`src/rtl/lrb_pkg.sv`:
```
package lrb_pkg;
  localparam int ADDR_W = 4;
  localparam int DATA_W = 8;

  localparam logic [ADDR_W-1:0] A_CTRL   = 4'd0;
  localparam logic [ADDR_W-1:0] A_STAT   = 4'd1;
  localparam logic [ADDR_W-1:0] A_ENA    = 4'd2;
  localparam logic [ADDR_W-1:0] A_ERR    = 4'd3;
  localparam logic [ADDR_W-1:0] A_BAUDL  = 4'd4;
  localparam logic [ADDR_W-1:0] A_BAUDH  = 4'd5;
  localparam logic [ADDR_W-1:0] A_DLEN   = 4'd6;
  localparam logic [ADDR_W-1:0] A_IDENT  = 4'd7;
  localparam logic [ADDR_W-1:0] A_SEL    = 4'd8;
  localparam logic [ADDR_W-1:0] A_TIMING = 4'd10;

  // status bit positions
  localparam int ST_RX   = 0;
  localparam int ST_TX   = 1;
  localparam int ST_ERR  = 2;
  localparam int ST_BUSY = 3;
  localparam int ST_IDX  = 4;
endpackage

```
`src/rtl/lrb_rwreg.sv`:
```
module lrb_rwreg #(
  parameter int W = 8
) (
  input  logic         clk,
  input  logic         rst_n,
  input  logic         we,
  input  logic [W-1:0] d,
  output logic [W-1:0] q
);
  always_ff @(posedge clk or negedge rst_n) begin
    if (!rst_n)  q <= '0;
    else if (we) q <= d;
  end
endmodule

```
`src/rtl/lrb_flagbank.sv`:
```
// Event flags: hardware set pulse beats any write; run mode clears on 1,
// debug mode loads the written value.
module lrb_flagbank #(
  parameter int N = 2
) (
  input  logic         clk,
  input  logic         rst_n,
  input  logic         dbg,
  input  logic         wr_hit,
  input  logic [N-1:0] wval,
  input  logic [N-1:0] set,
  output logic [N-1:0] q
);
  for (genvar i = 0; i < N; i++) begin : g_flag
    always_ff @(posedge clk or negedge rst_n) begin
      if (!rst_n)          q[i] <= 1'b0;
      else if (set[i])     q[i] <= 1'b1;
      else if (wr_hit) begin
        if (dbg)           q[i] <= wval[i];
        else if (wval[i])  q[i] <= 1'b0;
      end
    end

    // a set pulse always leaves the flag set
    p_set_wins_r9: assert property (@(posedge clk) disable iff (!rst_n)
      set[i] |=> q[i]);

    // run-mode write of 0 without a set pulse keeps the flag
    p_run_zero_keeps_r5: assert property (@(posedge clk) disable iff (!rst_n)
      (wr_hit && !dbg && !wval[i] && !set[i]) |=> $stable(q[i]));

    // debug write without a set pulse loads the value
    p_dbg_load_r4: assert property (@(posedge clk) disable iff (!rst_n)
      (wr_hit && dbg && !set[i]) |=> (q[i] == $past(wval[i])));
  end
endmodule

```
`src/rtl/lrb_parity.sv`:
```
module lrb_parity (
  input  logic [5:0] ident,
  output logic [1:0] par
);
  always_comb begin
    par[0] = ident[0] ^ ident[1] ^ ident[2] ^ ident[4];
    par[1] = ~(ident[1] ^ ident[3] ^ ident[4] ^ ident[5]);
  end
endmodule

```
`src/rtl/lin_regbank.sv`:
```
module lin_regbank
  import lrb_pkg::*;
#(
  parameter int ERR_W = 8
) (
  input  logic              clk,
  input  logic              rst_n,
  input  logic              dbg_halt,
  input  logic              bus_wr,
  input  logic [3:0]        bus_addr,
  input  logic [7:0]        bus_wdata,
  output logic [7:0]        bus_rdata,
  input  logic              set_rx_done,
  input  logic              set_tx_done,
  input  logic [ERR_W-1:0]  set_err,
  input  logic [2:0]        state_idx,
  input  logic              busy,
  output logic              sw_reset_o,
  output logic [6:0]        ctrl_o,
  output logic [7:0]        enable_o,
  output logic [15:0]       baud_o,
  output logic [7:0]        dlen_o,
  output logic [7:0]        sel_o,
  output logic [5:0]        timing_o,
  output logic              resync_dis_o,
  output logic [5:0]        ident_o,
  output logic [1:0]        parity_o,
  output logic              err_flag_o
);
  localparam int NPLAIN = 5;

  logic wr_ctrl, wr_stat, wr_err, wr_ident, wr_timing;
  assign wr_ctrl   = bus_wr && (bus_addr == A_CTRL);
  assign wr_stat   = bus_wr && (bus_addr == A_STAT);
  assign wr_err    = bus_wr && (bus_addr == A_ERR);
  assign wr_ident  = bus_wr && (bus_addr == A_IDENT);
  assign wr_timing = bus_wr && (bus_addr == A_TIMING);

  // plain read/write registers
  logic [ADDR_W-1:0] plain_addr [NPLAIN];
  logic [DATA_W-1:0] plain_q    [NPLAIN];
  assign plain_addr[0] = A_ENA;
  assign plain_addr[1] = A_BAUDL;
  assign plain_addr[2] = A_BAUDH;
  assign plain_addr[3] = A_DLEN;
  assign plain_addr[4] = A_SEL;

  for (genvar k = 0; k < NPLAIN; k++) begin : g_plain
    lrb_rwreg #(.W(DATA_W)) u_reg (
      .clk(clk), .rst_n(rst_n),
      .we(bus_wr && (bus_addr == plain_addr[k])),
      .d(bus_wdata), .q(plain_q[k])
    );
  end
  assign enable_o = plain_q[0];
  assign baud_o   = {plain_q[2], plain_q[1]};
  assign dlen_o   = plain_q[3];
  assign sel_o    = plain_q[4];

  // control: bits 6:0 read/write, bit7 self-clearing reset
  lrb_rwreg #(.W(7)) u_ctrl (
    .clk(clk), .rst_n(rst_n), .we(wr_ctrl),
    .d(bus_wdata[6:0]), .q(ctrl_o)
  );
  always_ff @(posedge clk or negedge rst_n) begin
    if (!rst_n) sw_reset_o <= 1'b0;
    else        sw_reset_o <= wr_ctrl && bus_wdata[7];
  end

  // completion flags
  logic [1:0] done_q;
  lrb_flagbank #(.N(2)) u_done (
    .clk(clk), .rst_n(rst_n), .dbg(dbg_halt), .wr_hit(wr_stat),
    .wval(bus_wdata[ST_TX:ST_RX]),
    .set({set_tx_done, set_rx_done}),
    .q(done_q)
  );

  // error flags
  logic             err_hit;
  logic [ERR_W-1:0] err_val;
  logic [ERR_W-1:0] err_q;
  assign err_hit = wr_err || (dbg_halt && wr_stat);
  assign err_val = wr_err ? bus_wdata[ERR_W-1:0] : {ERR_W{bus_wdata[ST_ERR]}};
  lrb_flagbank #(.N(ERR_W)) u_err (
    .clk(clk), .rst_n(rst_n), .dbg(dbg_halt), .wr_hit(err_hit),
    .wval(err_val), .set(set_err), .q(err_q)
  );
  assign err_flag_o = |err_q;

  // bit timing with write lock
  always_ff @(posedge clk or negedge rst_n) begin
    if (!rst_n) begin
      resync_dis_o <= 1'b0;
      timing_o     <= '0;
    end else if (wr_timing) begin
      resync_dis_o <= bus_wdata[7];
      if (resync_dis_o) timing_o <= bus_wdata[5:0];
    end
  end

  // identifier and live parity
  lrb_rwreg #(.W(6)) u_ident (
    .clk(clk), .rst_n(rst_n), .we(wr_ident),
    .d(bus_wdata[5:0]), .q(ident_o)
  );
  lrb_parity u_par (.ident(ident_o), .par(parity_o));

  // read mux
  logic [7:0] stat_rd;
  always_comb begin
    stat_rd = '0;
    stat_rd[ST_RX]             = done_q[0];
    stat_rd[ST_TX]             = done_q[1];
    stat_rd[ST_ERR]            = err_flag_o;
    stat_rd[ST_BUSY]           = busy;
    stat_rd[ST_IDX+2:ST_IDX]   = state_idx;
  end

  always_comb begin
    bus_rdata = '0;
    case (bus_addr)
      A_CTRL:   bus_rdata = {sw_reset_o, ctrl_o};
      A_STAT:   bus_rdata = stat_rd;
      A_ENA:    bus_rdata = plain_q[0];
      A_ERR:    bus_rdata = 8'(err_q);
      A_BAUDL:  bus_rdata = plain_q[1];
      A_BAUDH:  bus_rdata = plain_q[2];
      A_DLEN:   bus_rdata = plain_q[3];
      A_IDENT:  bus_rdata = {parity_o, ident_o};
      A_SEL:    bus_rdata = plain_q[4];
      A_TIMING: bus_rdata = {resync_dis_o, 1'b0, timing_o};
      default:  bus_rdata = '0;
    endcase
  end

  // reset pulse lasts a single cycle
  p_swrst_single_r1: assert property (@(posedge clk) disable iff (!rst_n)
    sw_reset_o |=> !sw_reset_o);

  // any error set pulse raises the summary next cycle
  p_err_summary_r2: assert property (@(posedge clk) disable iff (!rst_n)
    (|set_err) |=> err_flag_o);

  // debug summary clear with no set pulses empties the error bits
  p_dbg_force_clear_r3: assert property (@(posedge clk) disable iff (!rst_n)
    (dbg_halt && wr_stat && !bus_wdata[ST_ERR] && !(|set_err)) |=> !err_flag_o);

  // locked timing field ignores writes
  p_timing_lock_r7: assert property (@(posedge clk) disable iff (!rst_n)
    (wr_timing && !resync_dis_o) |=> $stable(timing_o));
endmodule

```
`config.mk`:
```
export PLATFORM = sky130hd
export DESIGN_NAME = lin_regbank
export DESIGN_NICKNAME = d
export VERILOG_FILES = /design/src/rtl/lrb_pkg.sv /design/src/rtl/lrb_rwreg.sv /design/src/rtl/lrb_flagbank.sv /design/src/rtl/lrb_parity.sv /design/src/rtl/lin_regbank.sv
export SDC_FILE = /design/constraint.sdc
export NUM_CORES = 1
export LEC_CHECK = 0
export CAP_MARGIN = 20
export CORE_MARGIN = 2
export CORE_UTILIZATION = 50
export CTS_CLUSTER_SIZE = 24
export DETAILED_ROUTE_END_ITERATION = 10
export HOLD_SLACK_MARGIN = 0.05
export PLACE_DENSITY = 0.92
export SYNTH_ARGS = -nofsm -noshare
export SYNTH_HDL_FRONTEND = slang
export SYNTH_SLANG_ARGS = --single-unit
```
`constraint.sdc`:
```
create_clock -name clk -period 2.8 [get_ports clk]
set_clock_uncertainty 0.15 [all_clocks]
set_input_delay 0.56 -clock clk [delete_from_list [all_inputs] [get_ports clk]]
set_output_delay 0.56 -clock clk [all_outputs]
set_load 0.02 [all_outputs]
```
==> results of run 1 <==
per-layer routing:
| layer | vias up | global-route usage |
|---|---|---|
| li1 | 1488 | - |
| met1 | 1718 | 0.3964 |
| met2 | 286 | 0.5100 |
| met3 | 70 | 0.09098 |
| met4 | 0 | 0.1212 |
| met5 | - | 0 |
worst register-to-register path, cell delays in order (launching register included):
cell	delay, ns
sky130_fd_sc_hd__dfrtp_1	0.43
sky130_fd_sc_hd__nand2_2	0.20
sky130_fd_sc_hd__mux2_2	0.37
cell usage after synthesis (all sizes together):
library cell and number:
a211oi 1, a21boi 1, a21o 1, a21oi 15, a221oi 2, a22o 1, a22oi 1, a31oi 5
a32o 4, a32oi 4, a41oi 1, and2b 1, and3 3, buf 13, clkbuf 10, dfrtp 71
inv 1, mux2 65, mux2i 8, mux4 5, nand2 26, nand2b 3, nand3 9, nand3b 5
nand4 7, nand4b 1, nor2 12, nor2b 11, nor3 9, nor3b 3, nor4 3, o211ai 3
o21ai 13, o2bb2ai 1, o32ai 1, or3 1, or3b 1, or4b 1, xnor2 4, xor2 1
where the power goes:
| part | internal, mW | switching, mW |
|---|---|---|
| Clock | 0.550 | 0.380 |
| Sequential | 1.23 | 0.204 |
| Combinational | 0.758 | 0.703 |
| Total | 2.54 | 1.29 |
layout by cell type, fill, tap and decap left out, drive strengths merged, types with 4 or more instances in the layout:
| cell | synthesis | final |
|---|---|---|
| mux2i | 8 | 8 |
| nor2 | 12 | 12 |
| xnor2 | 4 | 4 |
| buf | 13 | 53 |
| nand3b | 5 | 5 |
| nor3 | 9 | 9 |
| mux2 | 65 | 65 |
| clkbuf | 10 | 14 |
| a21oi | 15 | 15 |
| nor2b | 11 | 11 |
| a32oi | 4 | 4 |
| nand2 | 26 | 26 |
| a32o | 4 | 4 |
| clkdlybuf4s50 | 0 | 88 |
| o21ai | 13 | 13 |
| nand4 | 7 | 7 |
| dfrtp | 71 | 71 |
| nand3 | 9 | 9 |
| a31oi | 5 | 5 |
| mux4 | 5 | 5 |
through the flow:
stage,std cells,power (mW)
after floorplan,328,2.099
final,566,3.823
after global placement,544,2.808
after global routing,566,3.964
after CTS,566,3.799
after detailed placement,544,2.851
state kept, by name, summed over array words and instances (netlist names):
register         cells
sw_reset_o           1
timing_o             6
u_done.q             2
g_plain.u_reg.q     40
u_err.q              8
u_ctrl.q             7
u_ident.q            6
resync_dis_o         1
kinds of logic (layout without fill, tap and decap cells):
group | count (synthesis) | count (layout) | synth area share
AO/OA/AOI/OAI | 54 | 54 | 0.09327
XOR/XNOR | 5 | 5 | 0.01162
buffers and inverters | 24 | 163 | 0.03253
flip-flops | 71 | 71 | 0.4713
multiplexers | 78 | 78 | 0.2453
AND/OR/NAND/NOR | 96 | 96 | 0.1460
final cells by class:
| cell class | count | area (um^2) | area share |
|---|---|---|---|
| repair buffers | 146 | 1396 | 0.2560 |
| clock buffers | 13 | 158.9 | 0.02913 |
| inverters | 1 | 3.754 | 0.0006881 |
| clock inverters | 3 | 65.06 | 0.01193 |
| flip-flops and latches | 71 | 1777 | 0.3257 |
| well taps | 99 | 123.9 | 0.02271 |
| multi-input cells | 233 | 1931 | 0.3539 |
worst max-delay path by stage:
stage,startpoint,end,slack [ns],cells after the start
3_3_place_gp,bus_addr[2],bus_rdata[6],-0.60,6
5_1_grt,bus_addr[2],bus_rdata[6],0.03,7
6_report,bus_addr[2],bus_rdata[6],0.04,7
3_5_place_dp,bus_addr[3],bus_rdata[3],-0.59,8
2_1_floorplan,bus_addr[1],bus_rdata[6],0.34,5
4_1_cts,bus_addr[1],bus_rdata[6],0.006,7
repair_timing:
item                                    in CTS  in global routing
pin swaps                                    4                  2
endpoints found under the setup margin       8                  3
buffers inserted                             3                  0
endpoints found under the hold margin        0                  0
gates cloned                                 3                  0
resized for setup                           53                  7
==> impl_results.md, run 1 <==
- Path type of the worst min-delay path: in -> async
- Data arrival time of the worst path: 2.05 ns
- Post-route standard cell area excluding fillers: 0.005455 mm^2
- Number of nets in the final layout: 492
- Total clock buffers created by CTS: 9
- Final setup fails: 0
- Remaining routing DRC violations: 0
- Placeable core region: 0.007292 mm^2
- Unrepaired setup endpoints after global routing: no
- Clk Tree Root Cell: sky130_fd_sc_hd__clkbuf_8
- IO buf count: 101
- First-pass GRT wire length: 19840 um
- Utilization after layout: 0.7481
- Number of different library cells in the post-synthesis netlist: 47
- Number of H-tree levels: 3
- DRC marker count from the first detailed-route iteration: 377
- Cell type with the largest total area after synthesis: sky130_fd_sc_hd__dfrtp_1
- Count of yosys warnings during synthesis: 0
- Transition time at the pin with the least slew margin: 0.6424 ns
- Depth of the worst register-to-register path: 2
- Cell Area, Synth: 0.003770 mm^2
- CTS clock-pin slew for the worst setup and hold paths: 0.08 ns
- Routed Wire Length: 12870 um
- Worst path max stage delay: 0.53 ns
- Initial Util: 0.5170
- WL met2: 6211 um
- Filler cell count: 504
- Floorplan die height: 90.83 um
- Hold Buf Count CTS: 0
- Synth Net Count: 358
- Clock latency reported for the late side of the worst-skew pair: 0.36 ns
- Setup slack at placement: -0.5910 ns
- Routed WL per cell: 22.75 um
- Critical Path Most Common Cell: sky130_fd_sc_hd__buf_6
- Critical path startpoint category: input pin
- Vias per cell: 6.293
- Number of primary I/O pins: 102
- Critical path cell sequence: dlygate4sd2_1 > buf_6 > nor2b_1 > a32oi_1 > nor2_1 > or4b_4 > buf_6
- Count of standard-cell rows: 31
- Period utilization: 0.9844
- Flop-to-flop setup slack: 1.53 ns
- WP data required: 2.09 ns
- Synth-to-layout area growth: 44.71%
- Vias in the first global route: 3552
- Synth Instances: 328
- Worst reg2reg path endpoint: timing_o[4]
- Leak Pwr: 2.271 nW
- WL met1: 4742 um
- Slowest cell on the critical path: sky130_fd_sc_hd__or4b_4
- GRT Util Overall: 0.3134
- CTS tree: done
- Worst Slack Setup Final: 0.04358 ns
- Half-perimeter wire length of the detailed placement result: 8460 um
- Maximum number of pins on one net before global-route repair: 32
- Pins Over Slew Limit: 0
- Clock sink count: 71
- Avg Inst Size Synth: 11.49 um^2
- Max-cap violations: 0
- Flip-flop and latch count after synthesis: 71
- Worst Setup Path Type: in -> out
- Die ar.: 0.008250 mm^2
- Final min period: 2.756 ns
- Number of hold violations in the final report: 0
- Area share of the largest cell type after synthesis: 0.4713
- Worst hold slack after final layout: 0.06814 ns
- Power per Cell Area: 700.8 mW/mm^2
- Family of cells with the greatest summed delay on the critical path: simple AND/OR/NAND/NOR gates
- Largest cells by area after synthesis: sky130_fd_sc_hd__dfrtp_1, sky130_fd_sc_hd__mux2_2, sky130_fd_sc_hd__mux4_2, sky130_fd_sc_hd__nand2_1, sky130_fd_sc_hd__mux2i_1
- Portion of the post-synthesis area used by sequential elements: 0.4713
- Highest ir drop seen on vdd: 0.0004597 V
- Chip Width: 90.83 um
- Longest Clk Path Bufs: 2
- Peak fanout along the critical path: 6
- DR WL met3: 1376 um
- Placed Area: 0.005111 mm^2
- GRT Residual Overflow: 0
- Antenna cells: 0
- Total iterations of the first detailed-routing run: 5
- Setup TNS after final layout: 0 ns
- Critical R2R Launch: resync_dis_o
- Buf+Inv Stages, Crit Path: 3
- Relative max-transition margin: 0.5717
- Remaining antenna violation count: 0
- Outcome: complete, no violations
- Placer Congestion: 0.9308
- Peak Freq: 0.3628 GHz
- Total number of vias: 3562
- Crit. End Element: output port
- Top layer used by detailed routing: met4
- Fraction of final layout cells with drive strength greater than 1: 0.3448
- Initial antenna violation count: 0
Power figures use the tool's default switching activity.
==> run 2: changes to the inputs <==
- SETUP_SLACK_MARGIN: not set -> 0.15
==> run 2 against run 1 <==
Net effect: utilization grew 0.55 points; design area grew 0.73%; total power grew 0.14%; via count grew 1.6%; die area is the same; combinational power is essentially flat; worst hold slack gained 0.0025 ns; global-route usage grew 0.27 points; clock power is essentially flat; critical path depth is the same; first-iteration DRC count grew 46%; largest cell class unchanged; largest power group unchanged.
==> impl_results.md, run 2 (synthesized netlist as in run 1, its figures left out) <==
- Path type of the worst min-delay path: in -> async
- Data arrival time of the worst path: 1.97 ns (-0.08 ns)
- WP data required: 2.09 ns (about the same)
- Final setup fails: 0 (unchanged)
- GRT Residual Overflow: 0 (unchanged)
- Chip Width: 90.83 um (unchanged)
- Fraction of final layout cells with drive strength greater than 1: 0.3539 (+0.009191)
- Combinational power share: 0.383 (about the same)
- Post-route standard cell area excluding fillers: 0.005495 mm^2 (+0.73%)
- Routed Wire Length: 13030 um (+1.2%)
- Remaining antenna violation count: 0 (unchanged)
- Flip-flop count of the largest register, all copies and words added: 40 (unchanged)
- Vias in the first global route: 3615 (+1.8%)
- Critical path cell sequence: clkbuf_4 > buf_12 > buf_6 > a32oi_2 > nor2_1 > or4b_4 > buf_6
- Transition time at the pin with the least slew margin: 0.6503 ns (+0.007877 ns)
- Initial Util: 0.5170 (unchanged)
- Outcome: complete, no violations
- Worst hold slack after final layout: 0.07068 ns (+0.002540 ns)
- Number of primary I/O pins: 102 (unchanged)
- Buf+Inv Stages, Crit Path: 4 (+1)
- Placer Congestion: 0.9308 (unchanged)
- Die ar.: 0.008250 mm^2 (unchanged)
- Most common library cell in the layout ignoring fill and taps: sky130_fd_sc_hd__clkdlybuf4s50_1
- Total clock buffers created by CTS: 9 (unchanged)
- WL met2: 6272 um (+0.98%)
- DR WL met3: 1282 um (-6.8%)
- Number of H-tree levels: 3 (unchanged)
- Pins Over Slew Limit: 0 (unchanged)
- Slowest cell on the critical path: sky130_fd_sc_hd__or4b_4
- Utilization after layout: 0.7536 (+0.005490)
- Antenna cells: 0 (unchanged)
- Filler cell count: 504 (unchanged)
- IO buf count: 101 (unchanged)
- Top layer used by detailed routing: met4
- # placed instances: 544 (unchanged)
- Vias per cell: 6.370 (+1.2%)
- Half-perimeter wire length of the detailed placement result: 8460 um (unchanged)
- Hold Buf Count CTS: 0 (unchanged)
- WL met1: 4809 um (+1.4%)
- Synth-to-layout area growth: 45.77%
- DRC marker count from the first detailed-route iteration: 551 (+46%)
- Relative contribution of sequential cells to total power: 0.375 (about the same)
- Family of cells with the greatest summed delay on the critical path: simple AND/OR/NAND/NOR gates
- Clock latency reported for the late side of the worst-skew pair: 0.35 ns (about the same)
- Count of standard-cell rows: 31 (unchanged)
- Placeable core region: 0.007292 mm^2 (unchanged)
- Total number of vias: 3618 (+1.6%)
- First-pass GRT wire length: 20020 um (+0.90%)
- CTS tree: done
- Number of hold violations in the final report: 0 (unchanged)
- Relative max-transition margin: 0.5646 (-0.007160)
- Final min period: 2.679 ns (-0.07777 ns)
- Peak fanout along the critical path: 9 (+3)
- Non-filler cells, final: 568 (+0.35%)
- Pint: 2.533 mW (about the same)
- Power per Cell Area: 696.7 mW/mm^2 (-0.59%)
- Floorplan die height: 90.83 um (unchanged)
- Maximum number of pins on one net before global-route repair: 32 (unchanged)
- Worst path max stage delay: 0.56 ns (+0.03 ns)
- Commonest non-fill, non-tap cells in the layout: sky130_fd_sc_hd__clkdlybuf4s50_1, sky130_fd_sc_hd__dfrtp_1, sky130_fd_sc_hd__mux2_2
- Worst Slack Setup Final: 0.1213 ns (+0.07777 ns)
- Clock sink count: 71 (unchanged)
- Peak Freq: 0.3733 GHz (+2.9%)
- GRT Util Overall: 0.3161 (+0.002746)
- Total iterations of the first detailed-routing run: 6 (+1)
- Setup slack at placement: -0.5910 ns (unchanged)
- Clk Tree Root Cell: sky130_fd_sc_hd__clkbuf_8
- Leak Pwr: 2.290 nW (+0.82%)
- Remaining routing DRC violations: 0 (unchanged)
- Routed WL per cell: 22.94 um (+0.86%)
- Longest Clk Path Bufs: 2 (unchanged)
- Period utilization: 0.9567 (-0.02777)
- Switching power total: 1.295 mW (+0.58%)
- Placed Area: 0.005111 mm^2 (unchanged)
- Switching Fraction: 0.3383 (+0.001482)
- Initial antenna violation count: 0 (unchanged)
- CTS clock-pin slew for the worst setup and hold paths: 0.08 ns (about the same)
- Critical Path Most Common Cell: sky130_fd_sc_hd__buf_6
- Number of nets in the final layout: 494 (+0.41%)
- Unrepaired setup endpoints after global routing: yes
- Highest ir drop seen on vdd: 0.0004548 V (-1.1%)
- Crit. End Element: output port
- Critical path startpoint category: input pin
- Register containing the most flip-flops in the final layout: g_plain.u_reg.q
- Worst Setup Path Type: in -> out
- Clock power share: 0.242 (about the same)
- Max-cap violations: 0 (unchanged)
- Largest regs: g_plain.u_reg.q x40, u_err.q x8, u_ctrl.q x7
[run 2: changes by cell type in the layout (fill, tap and decap cells not counted), moves of 2 or more]
cell                              change
sky130_fd_sc_hd__clkdlybuf4s50_1      -3
sky130_fd_sc_hd__buf_6                +2
sky130_fd_sc_hd__bufbuf_16            -2
sky130_fd_sc_hd__nor2b_2              +2
sky130_fd_sc_hd__nor2b_1              -2
sky130_fd_sc_hd__dlymetal6s2s_1       +2
sky130_fd_sc_hd__buf_16               +2
[run 2: final timing paths]
| kind | from | endpoint | slack (ns) | cells after the start |
|---|---|---|---|---|
| hold / removal | rst_n | timing_o[0] | 0.07 | 1 |
| min in group clk | g_plain[3].u_reg.q[0] | g_plain[3].u_reg.q[0] | 0.39 | 1 |
| max in group asynchronous | rst_n | u_err.q[3] | 1.75 | 2 |
| hold reg to reg | g_plain[3].u_reg.q[0] | g_plain[3].u_reg.q[0] | 0.39 | 1 |
| setup reg to reg | resync_dis_o | timing_o[2] | 1.52 | 2 |
| setup / recovery | bus_addr[1] | bus_rdata[6] | 0.12 | 7 |
[run 2: metal layers]
metal	vias to the layer above	track usage
li1	1491	-
met1	1719	0.3961
met2	312	0.5280
met3	96	0.06511
met4	0	0.1439
met5	-	0
[run 2: what timing repair did]
item / in CTS / in global routing
gates resized for setup: 70 / 8
setup endpoints to repair: 10 / 6
buffers inserted: 4 / 1
pin swaps: 7 / 3
cloned: 3 / 0
[run 2: worst reg2reg max path: stages (launching register included)]
cell and delay [ns]:
sky130_fd_sc_hd__dfrtp_1 0.44, sky130_fd_sc_hd__nand2_2 0.20, sky130_fd_sc_hd__mux2_2 0.37
[run 2: layout make-up]
cell class | count | area [um^2] | share of cell area
flip-flops and latches | 71 | 1777 | 0.3233
well taps | 99 | 123.9 | 0.02254
inverters | 1 | 3.754 | 0.0006831
clock inverters | 3 | 65.06 | 0.01184
clock buffers | 13 | 158.9 | 0.02892
repair buffers | 148 | 1425 | 0.2593
multi-input cells | 233 | 1942 | 0.3534
[run 2: metrics by stage]
step	total power, mW	setup TNS (ns)
after CTS	3.811	0
final	3.829	0
after floorplan	2.099	0
after detailed placement	2.851	-4.294
after global placement	2.808	-4.105
after global routing	3.966	0
[run 2: power groups by stage]
stage | clock, mW | combinational, mW | sequential (mW)
floorplan | 0 | 0.466 | 1.63
global placement | 0 | 1.39 | 1.42
global route | 0.983 | 1.53 | 1.46
finish | 0.927 | 1.47 | 1.43
detailed placement | 0 | 1.42 | 1.43
CTS | 0.934 | 1.45 | 1.42
